===== src/rtl/msr_pkg.sv =====
package msr_pkg;
    localparam int W = 32;

    // big-endian bit number -> vector index
    function automatic int be(input int b);
        return W - 1 - b;
    endfunction

    localparam int B_SLEEP    = 13;
    localparam int B_IRQ_END  = 15;
    localparam int B_EXT_EN   = 16;
    localparam int B_USER     = 17;
    localparam int B_FPU      = 18;
    localparam int B_RECOV    = 30;
    localparam int B_ENDIAN   = 31;

    localparam int I_SLEEP   = W - 1 - B_SLEEP;
    localparam int I_IRQ_END = W - 1 - B_IRQ_END;
    localparam int I_EXT_EN  = W - 1 - B_EXT_EN;
    localparam int I_USER    = W - 1 - B_USER;
    localparam int I_FPU     = W - 1 - B_FPU;
    localparam int I_RECOV   = W - 1 - B_RECOV;
    localparam int I_ENDIAN  = W - 1 - B_ENDIAN;

    typedef logic [W-1:0] word_t;

    typedef enum logic [1:0] {
        OP_HOLD   = 2'd0,
        OP_WRITE  = 2'd1,
        OP_TRAP   = 2'd2,
        OP_RETURN = 2'd3
    } op_t;

    typedef struct packed {
        logic le;
        logic user;
        logic fpu;
        logic ee;
        logic sleep;
    } mode_t;

    function automatic op_t pick_op(input logic trap, input logic ret, input logic wr);
        if (trap)     return OP_TRAP;
        else if (ret) return OP_RETURN;
        else if (wr)  return OP_WRITE;
        else          return OP_HOLD;
    endfunction

    function automatic word_t enter_mode(input word_t cur);
        word_t n;
        n = cur;
        n[I_EXT_EN] = 1'b0;
        n[I_USER]   = 1'b0;
        n[I_FPU]    = 1'b0;
        n[I_RECOV]  = 1'b0;
        n[I_ENDIAN] = cur[I_IRQ_END];
        return n;
    endfunction
endpackage


===== src/rtl/msr_next.sv =====
module msr_next
    import msr_pkg::*;
(
    input  op_t   op,
    input  word_t cur,
    input  word_t saved,
    input  word_t wdata,
    output word_t nxt_live,
    output word_t nxt_save
);
    always_comb begin
        nxt_live = cur;
        nxt_save = saved;
        unique case (op)
            OP_TRAP: begin
                nxt_save = cur;
                nxt_live = enter_mode(cur);
            end
            OP_RETURN: nxt_live = saved;
            OP_WRITE:  nxt_live = wdata;
            default:   nxt_live = cur;
        endcase
    end
endmodule


===== src/rtl/msr_gate.sv =====
module msr_gate
    import msr_pkg::*;
(
    input  word_t live,
    input  logic  ext_req,
    input  logic  dec_req,
    input  logic  fp_op,
    input  logic  priv_op,
    output mode_t mode,
    output logic  ext_take,
    output logic  dec_take,
    output logic  fp_refuse,
    output logic  priv_refuse
);
    always_comb begin
        mode.le     = live[I_ENDIAN];
        mode.user   = live[I_USER];
        mode.fpu    = live[I_FPU];
        mode.ee     = live[I_EXT_EN];
        mode.sleep  = live[I_SLEEP];
        ext_take    = ext_req & mode.ee;
        dec_take    = dec_req & mode.ee;
        fp_refuse   = fp_op & ~mode.fpu;
        priv_refuse = priv_op & mode.user;
    end
endmodule


===== src/rtl/msr_unit.sv =====
module msr_unit
    import msr_pkg::*;
(
    input  logic        clk,
    input  logic        rst,
    input  logic        wr_en,
    input  logic [31:0] wr_data,
    input  logic        trap_enter,
    input  logic        trap_return,
    input  logic        ext_irq_req,
    input  logic        dec_irq_req,
    input  logic        fp_op,
    input  logic        priv_op,
    output logic [31:0] msr_q,
    output logic [31:0] save_q,
    output logic        little_endian,
    output logic        user_mode,
    output logic        fpu_enable,
    output logic        irq_enable,
    output logic        sleep_req,
    output logic        ext_irq_take,
    output logic        dec_irq_take,
    output logic        fp_refuse,
    output logic        priv_refuse
);
    word_t live_r, save_r, live_n, save_n;
    op_t   op;
    mode_t mode;

    assign op = pick_op(trap_enter, trap_return, wr_en);

    msr_next u_next (
        .op       (op),
        .cur      (live_r),
        .saved    (save_r),
        .wdata    (wr_data),
        .nxt_live (live_n),
        .nxt_save (save_n)
    );

    always_ff @(posedge clk) begin
        if (rst) begin
            live_r <= '0;
            save_r <= '0;
        end else begin
            live_r <= live_n;
            save_r <= save_n;
        end
    end

    msr_gate u_gate (
        .live        (live_r),
        .ext_req     (ext_irq_req),
        .dec_req     (dec_irq_req),
        .fp_op       (fp_op),
        .priv_op     (priv_op),
        .mode        (mode),
        .ext_take    (ext_irq_take),
        .dec_take    (dec_irq_take),
        .fp_refuse   (fp_refuse),
        .priv_refuse (priv_refuse)
    );

    assign msr_q         = live_r;
    assign save_q        = save_r;
    assign little_endian = mode.le;
    assign user_mode     = mode.user;
    assign fpu_enable    = mode.fpu;
    assign irq_enable    = mode.ee;
    assign sleep_req     = mode.sleep;

    p_reset_zero_r1: assert property (@(posedge clk)
        rst |=> (msr_q == 32'h0 && save_q == 32'h0));

    p_write_load_r2: assert property (@(posedge clk) disable iff (rst)
        (wr_en && !trap_enter && !trap_return) |=> msr_q == $past(wr_data));

    p_entry_save_r3: assert property (@(posedge clk) disable iff (rst)
        trap_enter |=> save_q == $past(msr_q));

    p_entry_clear_r4: assert property (@(posedge clk) disable iff (rst)
        trap_enter |=> (!irq_enable && !user_mode && !fpu_enable && !msr_q[I_RECOV]));

    p_entry_endian_r4: assert property (@(posedge clk) disable iff (rst)
        trap_enter |=> little_endian == $past(msr_q[I_IRQ_END]));

    p_return_load_r5: assert property (@(posedge clk) disable iff (rst)
        (trap_return && !trap_enter) |=> msr_q == $past(save_q));

    p_gate_ext_r7: assert property (@(posedge clk) disable iff (rst)
        (ext_irq_take || dec_irq_take) |-> irq_enable);

    p_save_hold_r10: assert property (@(posedge clk) disable iff (rst)
        !trap_enter |=> $stable(save_q));
endmodule


===== config.mk =====
export PLATFORM = sky130hd
export DESIGN_NAME = msr_unit
export DESIGN_NICKNAME = d
export VERILOG_FILES = /design/src/rtl/msr_pkg.sv /design/src/rtl/msr_next.sv /design/src/rtl/msr_gate.sv /design/src/rtl/msr_unit.sv
export SDC_FILE = /design/constraint.sdc
export NUM_CORES = 1
export LEC_CHECK = 0
export ABC_AREA = 1
export BUFFER_PORTS_ARGS = -buffer_cell sky130_fd_sc_hd__buf_2
export CORE_MARGIN = 1
export CORE_UTILIZATION = 35
export CTS_BUF_LIST = sky130_fd_sc_hd__clkbuf_4 sky130_fd_sc_hd__clkbuf_8 sky130_fd_sc_hd__clkbuf_16
export CTS_CLUSTER_SIZE = 40
export DETAILED_ROUTE_END_ITERATION = 6
export GPL_ROUTABILITY_DRIVEN = 0
export GPL_TIMING_DRIVEN = 0
export PLACE_DENSITY = 0.6
export SLEW_MARGIN = 5
export SYNTH_ARGS = -nofsm -noshare
export SYNTH_HDL_FRONTEND = slang
export SYNTH_SLANG_ARGS = --single-unit

===== constraint.sdc =====
create_clock -name clk -period 1.49 [get_ports clk]
set_input_delay 0.3725 -clock clk [delete_from_list [all_inputs] [get_ports clk]]
set_output_delay 0.3725 -clock clk [all_outputs]
set_load 0.02 [all_outputs]

# --- Word level (Yosys, flattened, before mapping) ---
# Cells that the tools add are included.
totals:
  regBits: 64
op_classes:
  reduce_logical: 3
  eq_ne: 3
  bitwise_logic: 6
  mux: 4
op_table:
  columns: ["operator", "count"]
  rows:
  - ["case mux 32 bit (3 select lines)", 1]
  - ["AND 1 bit", 4]
  - ["equality test 2 bit (second input constant)", 2]
  - ["2-to-1 mux 2 bit", 2]
  - ["nonzero test 3 bit", 1]
  - ["equality test 2 x 1 -> 1 bit (second input constant)", 1]
  - ["NOT 1 bit", 2]
  - ["AND reduction 2 bit", 1]
  - ["nonzero test 2 bit", 1]
  - ["2-to-1 mux 1 bit", 1]

# --- Logic depth before layout (Yosys ltp) ---
# Gate-level depths: netlist (run 1).
logic_depth:
  word_depth: 6
  mapped_depth: 7
  depth_no_buf: 6

# --- By module ---
# From an unflattened synthesis (run 1), not the netlist that was laid out.
hier_totals:
  hier_cells: 442
  hier_area_um2: 2915.3
modules_own_cells:
  columns: ["module", "n_inst", "cells_each", "area_per_inst_um2"]
  rows:
  - ["msr_unit", 1, 202, 1854.3]
  - ["msr_next", 1, 227, 991.0]
  - ["msr_gate", 1, 13, 70.1]

# --- Least setup slack after synthesis (run 1) ---
# Ideal clock, no wire load.
synth_timing:
  kind: "input port to flip-flop"
  start: "input port wr_en"
  end: "register live_r[10] (netlist: msr_q[10])"
  t_arrival_ns: 1.062
  setup_time_ns: 0.128
  setup_slack_ns: 0.301
  path_stages: 7
  path_cell_list: "buf_2 -> nor2_4 -> nor2_4 -> buf_4 -> nor2_1 -> nor2_1 -> nor2_1"
synth_via:
  elab_chain_len: 6
  word_cells_on_any_way: 10
synth_lines:
  columns: ["element", "line_no", "source"]
  rows:
  - ["start: declaration", "msr_unit.sv:6", "input logic wr_en,"]
  - ["2-to-1 mux 1 bit (*)", "msr_pkg.sv:45", "else if (wr) return OP_WRITE;"]
  - ["2-to-1 mux 2 bit (*)", "msr_pkg.sv:44", "else if (ret) return OP_RETURN;"]
  - ["2-to-1 mux 2 bit (*)", "msr_pkg.sv:43", "if (trap) return OP_TRAP;"]
  - ["equality test 2 bit or equality test 2 x 1 -> 1 bit (tied branches)", "msr_next.sv:14", "unique case (op)"]
  - ["nonzero test 2 bit (no source line) or NOT 1 bit (tied branches)", null, null]
  - ["AND reduction 2 bit (no source line)", null, null]
  - ["end signal: assignment", "msr_unit.sv:46", "live_r <= live_n;"]
  - ["end: declaration", "msr_unit.sv:26", "word_t live_r, save_r, live_n, save_n;"]
# Mark *: on every way between the ends. The rest lies on a longest branch, timed or not.
# A chain may end at the register's enable or synchronous reset.

# --- Worst setup path in the final report (run 1) ---
layout_timing:
  start: "register live_r[15] (netlist: msr_q[15])"
  end: "output port msr_q[15]"
layout_rtl:
  columns: ["element", "line_no", "source"]
  rows:
  - ["end: declaration", "msr_unit.sv:14", "output logic [31:0] msr_q,"]
# No word-level cell between the ends.

==> impl_results.md, run 1 <==
* TNS Setup at 0 ps
* Syn_nets at between 400 and 500
* Die Wd at 91.0 µm
* Synth area leader: dfxtp_1
* MaxCap Viol Count at 0
* Hold Path Class: in -> reg
* Final Util at 47.3%
* Highest clock rate at about 0.71 GHz
* CTS Buffer Depth at 2
* Distinct cells, synth at 16
* Mapped cell area at between 2000 and 3000 µm²
* Critical-path maximum fanout at 6
* Layout area overhead at 31.0%
* Actual slew at the worst max-slew pin at 567 ps
* Clock root cell: clkbuf_8
* WS Path Type: reg -> out
* Site Rows at 32
* WL final at around 8100 µm
* Die H at between 90 and 100 µm
* Status: finished clean
* Highest-delay cell along the critical path: dfxtp_1
* Worst skew pair latency at 340 ps
* Syn Inst Count at 416
* Post-CTS Repair Setup Buffers at 0
* Leak pwr at roughly 1.9 nW
* CTS Hold Bufs at 0
* Normalized max-slew margin at between 60% and 70%
* Area contributors post-synth: dfxtp_1 (46%), nand2_1 (13%), nor2_1 (13%)
* Top-area cell type share of the netlist area at 46.2%
* Post-route ant nets at 0
* Final min period at 1420 ps
* Num CTS Buffers at 9
* CTS tree: built
* Clk sinks at 64
* Slack of the worst reg-to-reg path at 750 ps
* Synth Register Bits at 64
* Pwr per Cell Area at 1010 nW/µm²
* Post-cts repair resize count at 0
* Pre-CTS WS at -46.3 ps
* Crit path max-delay family: flip-flops
* CP bufs+invs at 2
* Global route overflow at 0
* Total power at about 3.7 mW
* Mean number of vias per cell at roughly 4.6
* DRC Markers at 0
* Pin count of the biggest net entering global routing at 11
* Final period util at 95.0%
* Final WS setup at 74.4 ps
* Reg clk slew, reported paths at 70 ps
* Crit. path cell count at 2
* Number of H-tree levels at 3
* Die Footprint at 8280 µm²
* First-pass GRT wire length at 13200 µm
* Fin. Hold Viols at 0
* Layout cells sized above 1 at 28.2%
* Post-synthesis sequential area ratio at a little under half
* Final setup violation count at 0
* Crit path capture: msr_q[15]
* CP max stage delay at 420 ps
* Antenna cells at 0
* WP data required at 1120 ps
* Starting density of the core at between 30% and 40%
* Clock Skews at 8.85 ps
* Pins over their slew limit at 0
* All-Layer GR Usage at 20.4%
* Type of origin of the critical path: register
* Avg Cell Area, Syn at approximately 6.7 µm²
* Port bufs at 111
* Peak supply drop at approximately 0.75 mV
* Core ar. at 7690 µm²
* DP HPWL at approximately 5700 µm
* Final Net Count at 579
* Worst R2R Path Depth at 4
* I/O pin total at 114
* Vias in the first global route at 2739
* Crit end category: output port
* Crit Reg-Reg Endpoint: msr_q[13]
* Initial antenna violation count at 0
* WP data arrival at approximately 1000 ps
* Setup crit start: msr_q[15]
* CP cell instances: buf_4, buf_2
* Synth warn at 0
* DR WL/cell at 12.6 µm
* Unrepaired setup endpoints after global routing: no
* Worst reg2reg startpoint: msr_q[13]
* DR vias at a little under 3k
* 1st-iter DRT viols at ~150
* Drt first pass iters at 6
[final cells by class]
type | count | area, µm²
inverters | 40 | 150
well taps | 102 | 128
clock inverters | 3 | 17.5
fillers | 824 | 4050
flip-flops and latches | 64 | 1280
plain buffers | 31 | 160
clock buffers | 13 | 160
repair buffers | 111 | 556
multi-input cells | 281 | 1180
[worst reg2reg max path: cells and delay by family (launching register included)]
kind,cells,cell delay (ps)
and+or+nand+nor,3,220
buffers and inverters,1,60
DFF,1,410
[cells in the mapped netlist (all sizes together)]
library cell	n
dfxtp	64
o21ai	17
and3	1
a21oi	28
nor2	96
buf	22
inv	40
nand3	40
clkbuf	9
nand2	99
[state kept, by name, indices dropped and copies added, names as in the netlist]
| name | count |
|---|---|
| save_q | 32 |
| msr_q | 32 |
[worst min-delay path by stage]
stage | startpoint | end | slack (ps) | cells past startpoint
floorplan | msr_q[30] | save_q[30] | 540 | 2
global route | wr_data[15] | msr_q[15] | 380 | 5
finish | wr_data[14] | msr_q[14] | 350 | 5
detailed placement | msr_q[3] | save_q[3] | 460 | 2
CTS | wr_data[12] | msr_q[12] | 350 | 5
global placement | msr_q[21] | save_q[21] | 450 | 2
[kinds of logic after synthesis]
| logic type | after synthesis | share of synthesized area, % |
|---|---|---|
| AOI/OAI and AO/OA | 45 | 8.12 |
| DFF | 64 | 46.2 |
| buffers and inverters | 71 | 11.2 |
| and+or+nand+nor | 236 | 34.5 |
[cells in the final DEF (no fill, tap or decap)]
cell type and instances:
buf_2 125, nand2_1 99, nor2_1 93, dfxtp_1 64
nand3_1 40, inv_1 38, a21oi_1 28, o21ai_0 13
clkbuf_8 10, clkbuf_1 9, buf_4 7, o21ai_1 4
clkbuf_4 3, nor2_4 2, inv_2 2, clkinv_2 2
nor2_2 1, buf_1 1, and3_1 1, clkinvlp_4 1
[through the flow]
stage / cell area, µm² / std cells / hold WS, ps
finish: 3630 / 645 / 352
floorplan: 2770 / 416 / 542
global route: 3630 / 645 / 384
global placement: 3460 / 629 / 452
CTS: 3630 / 645 / 351
detailed placement: 3460 / 629 / 460
[metal layers]
layer	global-route usage (%)	share of wire [%]	vias to the layer above	routed length, µm
li1	-	-	1523	-
met1	26.3	47	1331	3790
met2	33.1	46	94	3730
met3	4.86	6.0	8	485
met4	7.28	1.4	0	114
met5	0	0	-	0
[power by group]
| group | switching, mW | internal (mW) | leakage, nW | total (mW) |
|---|---|---|---|---|
| registers | 0.0447 | 1.77 | 0.521 | 1.82 |
| logic | 0.336 | 0.174 | 1.27 | 0.510 |
| clock network | 0.657 | 0.701 | 0.0937 | 1.36 |
| total | 1.04 | 2.65 | 1.89 | 3.69 |
(Power assumes the default switching activity.)
==> run 2: changes to the inputs <==
Settings changed: ABC_AREA 1 to not set.
==> run 2 against run 1 <==
  * Sequential power grew 3%
  * Clock power grew 6%
  * Global-route usage shrank 0.67 points
  * Combinational power grew 38%
  * Setup slack gained 22 ps
  * Wire length shrank 2.4%
  * Clock skew shrank 3.1 ps
  * Utilization grew 0.33 points
  * Total power grew 8.9%
  * Fmax grew 1.6%
  * Largest cell class is now multi-input gates
==> impl_results.md, run 2 <==
* Mean number of vias per cell at 4.91 (was 4.58)
* Predominant post-synthesis flop cell: dfxtp_1 (unchanged)
* Final period util at 93.5% (was 95.0%)
* Final setup violation count at 0 (unchanged)
* DRC Markers at 0 (unchanged)
* Clock Skews at 5.77 ps (was 8.85 ps)
* Mapped cell area at 2820 µm² (was 2770 µm²)
* Die Wd at 91.8 µm (was 91.0 µm)
* DP HPWL at 5480 µm (was 5740 µm)
* Most common cell after layout, fill and taps aside: buf_2 (unchanged)
* WP data required at 1120 ps (about the same)
* WS Path Type: reg -> out (unchanged)
* Number of H-tree levels at 3 (unchanged)
* Pin count of the biggest net entering global routing at 12 (was 11)
* Leak pwr at 1.76 nW (was 1.89 nW)
* CTS tree: built (unchanged)
* All-Layer GR Usage at 19.7% (was 20.4%)
* Normalized max-slew margin at 51.1% (was 62.2%)
* Port bufs at 112 (was 111)
* Fin. Hold Viols at 0 (unchanged)
* WL final at 7920 µm (was 8120 µm)
* Status: finished clean (unchanged)
* Commonest non-fill, non-tap cells in the layout: buf_2 (122), nor2_1 (87), dfxtp_1 (64) (was buf_2 (125), nand2_1 (99), nor2_1 (93))
* Type of origin of the critical path: register (unchanged)
* I/O pin total at 114 (unchanged)
* Pwr per Cell Area at 1090 nW/µm² (was 1010 nW/µm²)
* 1st-iter DRT viols at 52 (was 153)
* Antenna cells at 0 (unchanged)
* Avg Cell Area, Syn at 9.77 µm² (was 6.67 µm²)
* Actual slew at the worst max-slew pin at 733 ps (was 567 ps)
* Synth Register Bits at 64 (unchanged)
* Post-cts repair resize count at 0 (unchanged)
* MaxCap Viol Count at 0 (unchanged)
* Core ar. at 7770 µm² (was 7690 µm²)
* Vias in the first global route at 2512 (was 2739)
* Drt first pass iters at 4 (was 6)
* Most frequent cell after synthesis: nor2_1 (was nand2_1)
* Highest clock rate at 0.717 GHz (was 0.706 GHz)
* Pins over their slew limit at 0 (unchanged)
* CTS Hold Bufs at 0 (unchanged)
* Syn_nets at 330 (was 457)
* Commonest cells post-synth: nor2_1 (87), dfxtp_1 (64), mux2i_1 (35) (was nand2_1 (99), nor2_1 (93), dfxtp_1 (64))
* Critical-path maximum fanout at 6 (unchanged)
* Post-CTS Repair Setup Buffers at 0 (unchanged)
* Die Footprint at 8430 µm² (was 8280 µm²)
* First-pass GRT wire length at 12800 µm (was 13200 µm)
* Hold Path Class: in -> reg (unchanged)
* Total power at 4.02 mW (was 3.69 mW)
* Clk sinks at 64 (unchanged)
* Final Net Count at 453 (was 579)
* Final min period at 1390 ps (was 1420 ps)
* Site Rows at 32 (unchanged)
* Synth area leader: dfxtp_1 (unchanged)
* WP data arrival at 1020 ps (was 1040 ps)
* Area contributors post-synth: dfxtp_1 (45%), mux2i_1 (12%), nor2_1 (12%) (was dfxtp_1 (46%), nand2_1 (13%), nor2_1 (13%))
* Clock root cell: clkbuf_8 (unchanged)
* TNS Setup at 0 ps (unchanged)
* Unrepaired setup endpoints after global routing: no (unchanged)
* Layout area overhead at 31.0% (about the same)
* Starting density of the core at 36.3% (was 36.1%)
* DR vias at 2547 (was 2956)
* Synth warn at 0 (unchanged)
* Post-synth EDFFs at 0 (unchanged)
* DR WL/cell at 15.3 µm (was 12.6 µm)
* Reg clk slew, reported paths at 70 ps (about the same)
* Top-area cell type share of the netlist area at 45.4% (was 46.2%)
* Initial antenna violation count at 0 (unchanged)
* Syn Inst Count at 289 (was 416)
* Crit end category: output port (unchanged)
* Die H at 91.8 µm (was 91.0 µm)
* CTS Buffer Depth at 2 (unchanged)
* Distinct cells, synth at 22 (was 16)
* Post-synthesis sequential area ratio at 45.4% (was 46.2%)
* Post-route ant nets at 0 (unchanged)
* Global route overflow at 0 (unchanged)
* Num CTS Buffers at 9 (unchanged)
* Peak supply drop at 0.406 mV (was 0.754 mV)
* Layout cells sized above 1 at 42.4% (was 28.2%)
* Post-synth ARST share at 0% (unchanged)
* Worst skew pair latency at 330 ps (was 340 ps)
-- run 2: cell types whose count changed in the layout (fill, tap and decap cells not counted), moves of 6 or more --
cell / before / now
a211oi_2: 0 / 20
mux2i_1: 0 / 35
buf_4: 7 / 13
nand3_1: 40 / 0
a211oi_1: 0 / 8
o2bb2ai_1: 0 / 25
nor2_1: 93 / 87
inv_1: 38 / 1
o21ai_0: 13 / 0
a21oi_1: 28 / 1
nand2_1: 99 / 2
-- run 2: cell type report --
| type | instances | area [µm²] |
|---|---|---|
| clock buffers | 9 | 124 |
| plain buffers | 31 | 185 |
| flip-flops and latches | 64 | 1280 |
| repair buffers | 112 | 561 |
| multi-input cells | 192 | 1350 |
| well taps | 102 | 128 |
| fillers | 800 | 4070 |
| clock inverters | 7 | 62.6 |
| inverters | 2 | 8.76 |
-- run 2: layer usage --
metal	global-route usage (%)	share of wire, %	up-vias
met5	0	0	-
met4	7.29	1.2	0
met3	4.06	4.5	9
met2	31.8	47	67
met1	25.9	48	1213
li1	-	-	1258
-- run 2: through the flow --
| stage | util [%] | hold WS (ps) | area (µm²) | std cells | setup WS, ps |
|---|---|---|---|---|---|
| after floorplan | - | 545 | 2820 | 289 | 310 |
| after global placement | 45.2 | 477 | 3510 | 503 | 44.6 |
| after detailed placement | 45.2 | 485 | 3510 | 503 | -9.51 |
| after CTS | 47.6 | 362 | 3700 | 519 | 71.8 |
| after global routing | 47.6 | 382 | 3700 | 519 | 16.2 |
| final | 47.6 | 373 | 3700 | 519 | 96.1 |
-- run 2: final timing paths --
path	from	end	slack, ps	cells after the start
setup / recovery	msr_q[15]	dec_irq_take	100	2
hold / removal	rst	msr_q[1]	370	2
setup reg to reg	msr_q[15]	msr_q[15]	530	2
hold reg to reg	save_q[16]	save_q[16]	510	2
-- run 2: kinds of logic (layout without fill, tap and decap cells) --
group                  after synthesis  in the layout  share of synthesized area, %
DFF                                 64             64                          45.4
muxes                               35             35                          12.4
buffers and inverters               33            161                          6.87
and+or+nand+nor                     95             95                          13.2
AOI/OAI and AO/OA                   62             62                          22.2
-- run 2: worst max-delay path: stages (launching register included) --
cell and delay [ps]:
dfxtp_1 400, and2_1 140, buf_2 150
-- run 2: report_power, final --
group	switching (mW)	total [mW]	internal [mW]
Clock	0.680	1.44	0.757
Combinational	0.432	0.705	0.273
Sequential	0.0714	1.87	1.80
==> run 3: changes to the inputs <==
Settings changed: CORE_UTILIZATION 35 to 48, PLACE_DENSITY 0.6 to 0.77.
==> run 3 against run 2 <==
  * Setup slack got worse by 13 ps
  * Non-clock buffer count did not move
  * Via count rose by 0.67%
  * Worst hold slack improved by 4.4 ps
  * Global-route usage rose by 4.6 points
  * Cell count fell by 5.8%
  * Critical endpoint is now ext_irq_take
  * Largest cell class unchanged
  * Largest power group unchanged
==> impl_results.md, run 3 (synthesized netlist as in run 2, its figures left out) <==
* Status: finished clean (unchanged)
* Clk sinks at 64 (unchanged)
* Global route overflow at 0 (unchanged)
* Type of origin of the critical path: register (unchanged)
* Pre-CTS WS at 18.4 ps (was -9.51 ps)
* Port bufs at 112 (unchanged)
* Reg clk slew, reported paths at 70 ps (about the same)
* TNS Setup at 0 ps (unchanged)
* CP bufs+invs at 1 (unchanged)
* Multi-input logic area at 1350 µm² (unchanged)
* Starting density of the core at 50.6% (was 36.3%)
* Critical-path maximum fanout at 6 (unchanged)
* Placed insts at 473 (was 503)
* Die H at 78.7 µm (was 91.8 µm)
* Clock root cell: clkbuf_8 (unchanged)
* Fin. Hold Viols at 0 (unchanged)
* CTS tree: built (unchanged)
* Post-CTS Repair Setup Buffers at 0 (unchanged)
* Mean number of vias per cell at 5.24 (was 4.91)
* DR WL/cell at 14.9 µm (was 15.3 µm)
* CTS Buffer Depth at 2 (unchanged)
* Normalized max-slew margin at 53.2% (was 51.1%)
* Pin count of the biggest net entering global routing at 13 (was 12)
* Highest-delay cell along the critical path: dfxtp_1 (unchanged)
* Num CTS Buffers at 9 (unchanged)
* Initial antenna violation count at 0 (unchanged)
* Final Net Count at 453 (unchanged)
* Highest clock rate at 0.711 GHz (was 0.717 GHz)
* Final min period at 1410 ps (was 1390 ps)
* Antenna cells at 0 (unchanged)
* Worst skew pair latency at 330 ps (about the same)
* Final period util at 94.4% (was 93.5%)
* Unrepaired setup endpoints after global routing: no (unchanged)
* Total area of sequential cells at 1280 µm² (unchanged)
* Crit path max-delay family: flip-flops (unchanged)
* All-Layer GR Usage at 24.2% (was 19.7%)
* WL final at 7310 µm (was 7920 µm)
* Die Footprint at 6190 µm² (was 8430 µm²)
* Crit end category: output port (unchanged)
* Leak pwr at 1.79 nW (was 1.76 nW)
* CP cell instances: and2_1, buf_2 (unchanged)
* Final WS setup at 82.8 ps (was 96.1 ps)
* DRC Markers at 0 (unchanged)
* Peak supply drop at 0.640 mV (was 0.406 mV)
* DR vias at 2564 (was 2547)
* Site Rows at 27 (was 32)
* Total power at 4.44 mW (was 4.02 mW)
* Post-cts repair resize count at 0 (unchanged)
* Commonest non-fill, non-tap cells in the layout: buf_2 (122), nor2_1 (87), dfxtp_1 (64) (unchanged)
* Number of H-tree levels at 3 (unchanged)
* Post-route cell area at 3730 µm² (was 3700 µm²)
* First-pass GRT wire length at 11500 µm (was 12800 µm)
* Vias in the first global route at 2364 (was 2512)
* WP data required at 1120 ps (about the same)
* Clock Skews at 5.33 ps (was 5.77 ps)
* Most common cell after layout, fill and taps aside: buf_2 (unchanged)
* DP Area at 3470 µm² (was 3510 µm²)
* Pins over their slew limit at 0 (unchanged)
* Layout cells sized above 1 at 42.4% (unchanged)
* Core ar. at 5570 µm² (was 7770 µm²)
* CTS Hold Bufs at 0 (unchanged)
* Layout area overhead at 32.0% (was 31.0%)
* # fillers at 477 (was 800)
* CP max stage delay at 400 ps (about the same)
* MaxCap Viol Count at 0 (unchanged)
* DP HPWL at 5130 µm (was 5480 µm)
* Die Wd at 78.7 µm (was 91.8 µm)
* WS Path Type: reg -> out (unchanged)
* Post-route ant nets at 0 (unchanged)
* Actual slew at the worst max-slew pin at 702 ps (was 733 ps)
* Pwr per Cell Area at 1190 nW/µm² (was 1090 nW/µm²)
* I/O pin total at 114 (unchanged)
* Non-filler instance count after layout at 489 (was 519)
* Hold Path Class: in -> reg (unchanged)
* Drt first pass iters at 5 (was 4)
* Final setup violation count at 0 (unchanged)
* 1st-iter DRT viols at 145 (was 52)
* WP data arrival at 1030 ps (was 1020 ps)
## run 3: path summary, 6_finish.rpt
| kind | start | end | slack, ps | cells past startpoint |
|---|---|---|---|---|
| setup / recovery | msr_q[15] | ext_irq_take | 80 | 2 |
| hold / removal | rst | msr_q[15] | 380 | 2 |
| setup reg to reg | msr_q[14] | msr_q[14] | 550 | 2 |
| hold reg to reg | save_q[16] | save_q[16] | 480 | 2 |
## run 3: layer usage
layer	global-route usage, %	routed length [µm]	share of wire [%]
met4	8.15	82	1.1
met3	5.81	450	6.2
met5	0	0	0
met2	40.7	3570	49
met1	30.2	3210	44
## run 3: area by class of cell
class,count,share of cell area (%)
clock inverter,6,3.09
timing repair buffer,112,15.0
buffer,31,4.97
multi-input combinational,192,36.2
sequential,64,34.4
inverter,2,0.235
tap,72,2.42
clock buffer,10,3.69
## run 3: per-stage QoR
step / util [%] / hold slack [ps]
6_report: 66.8 / 377
5_1_grt: 66.8 / 381
2_1_floorplan: - / 545
3_3_place_gp: 62.3 / 460
3_5_place_dp: 62.3 / 466
4_1_cts: 66.8 / 376
## run 3: power breakdown
part | switching (mW) | internal [mW]
logic | 0.426 | 0.273
clock network | 0.698 | 1.17
registers | 0.0716 | 1.80
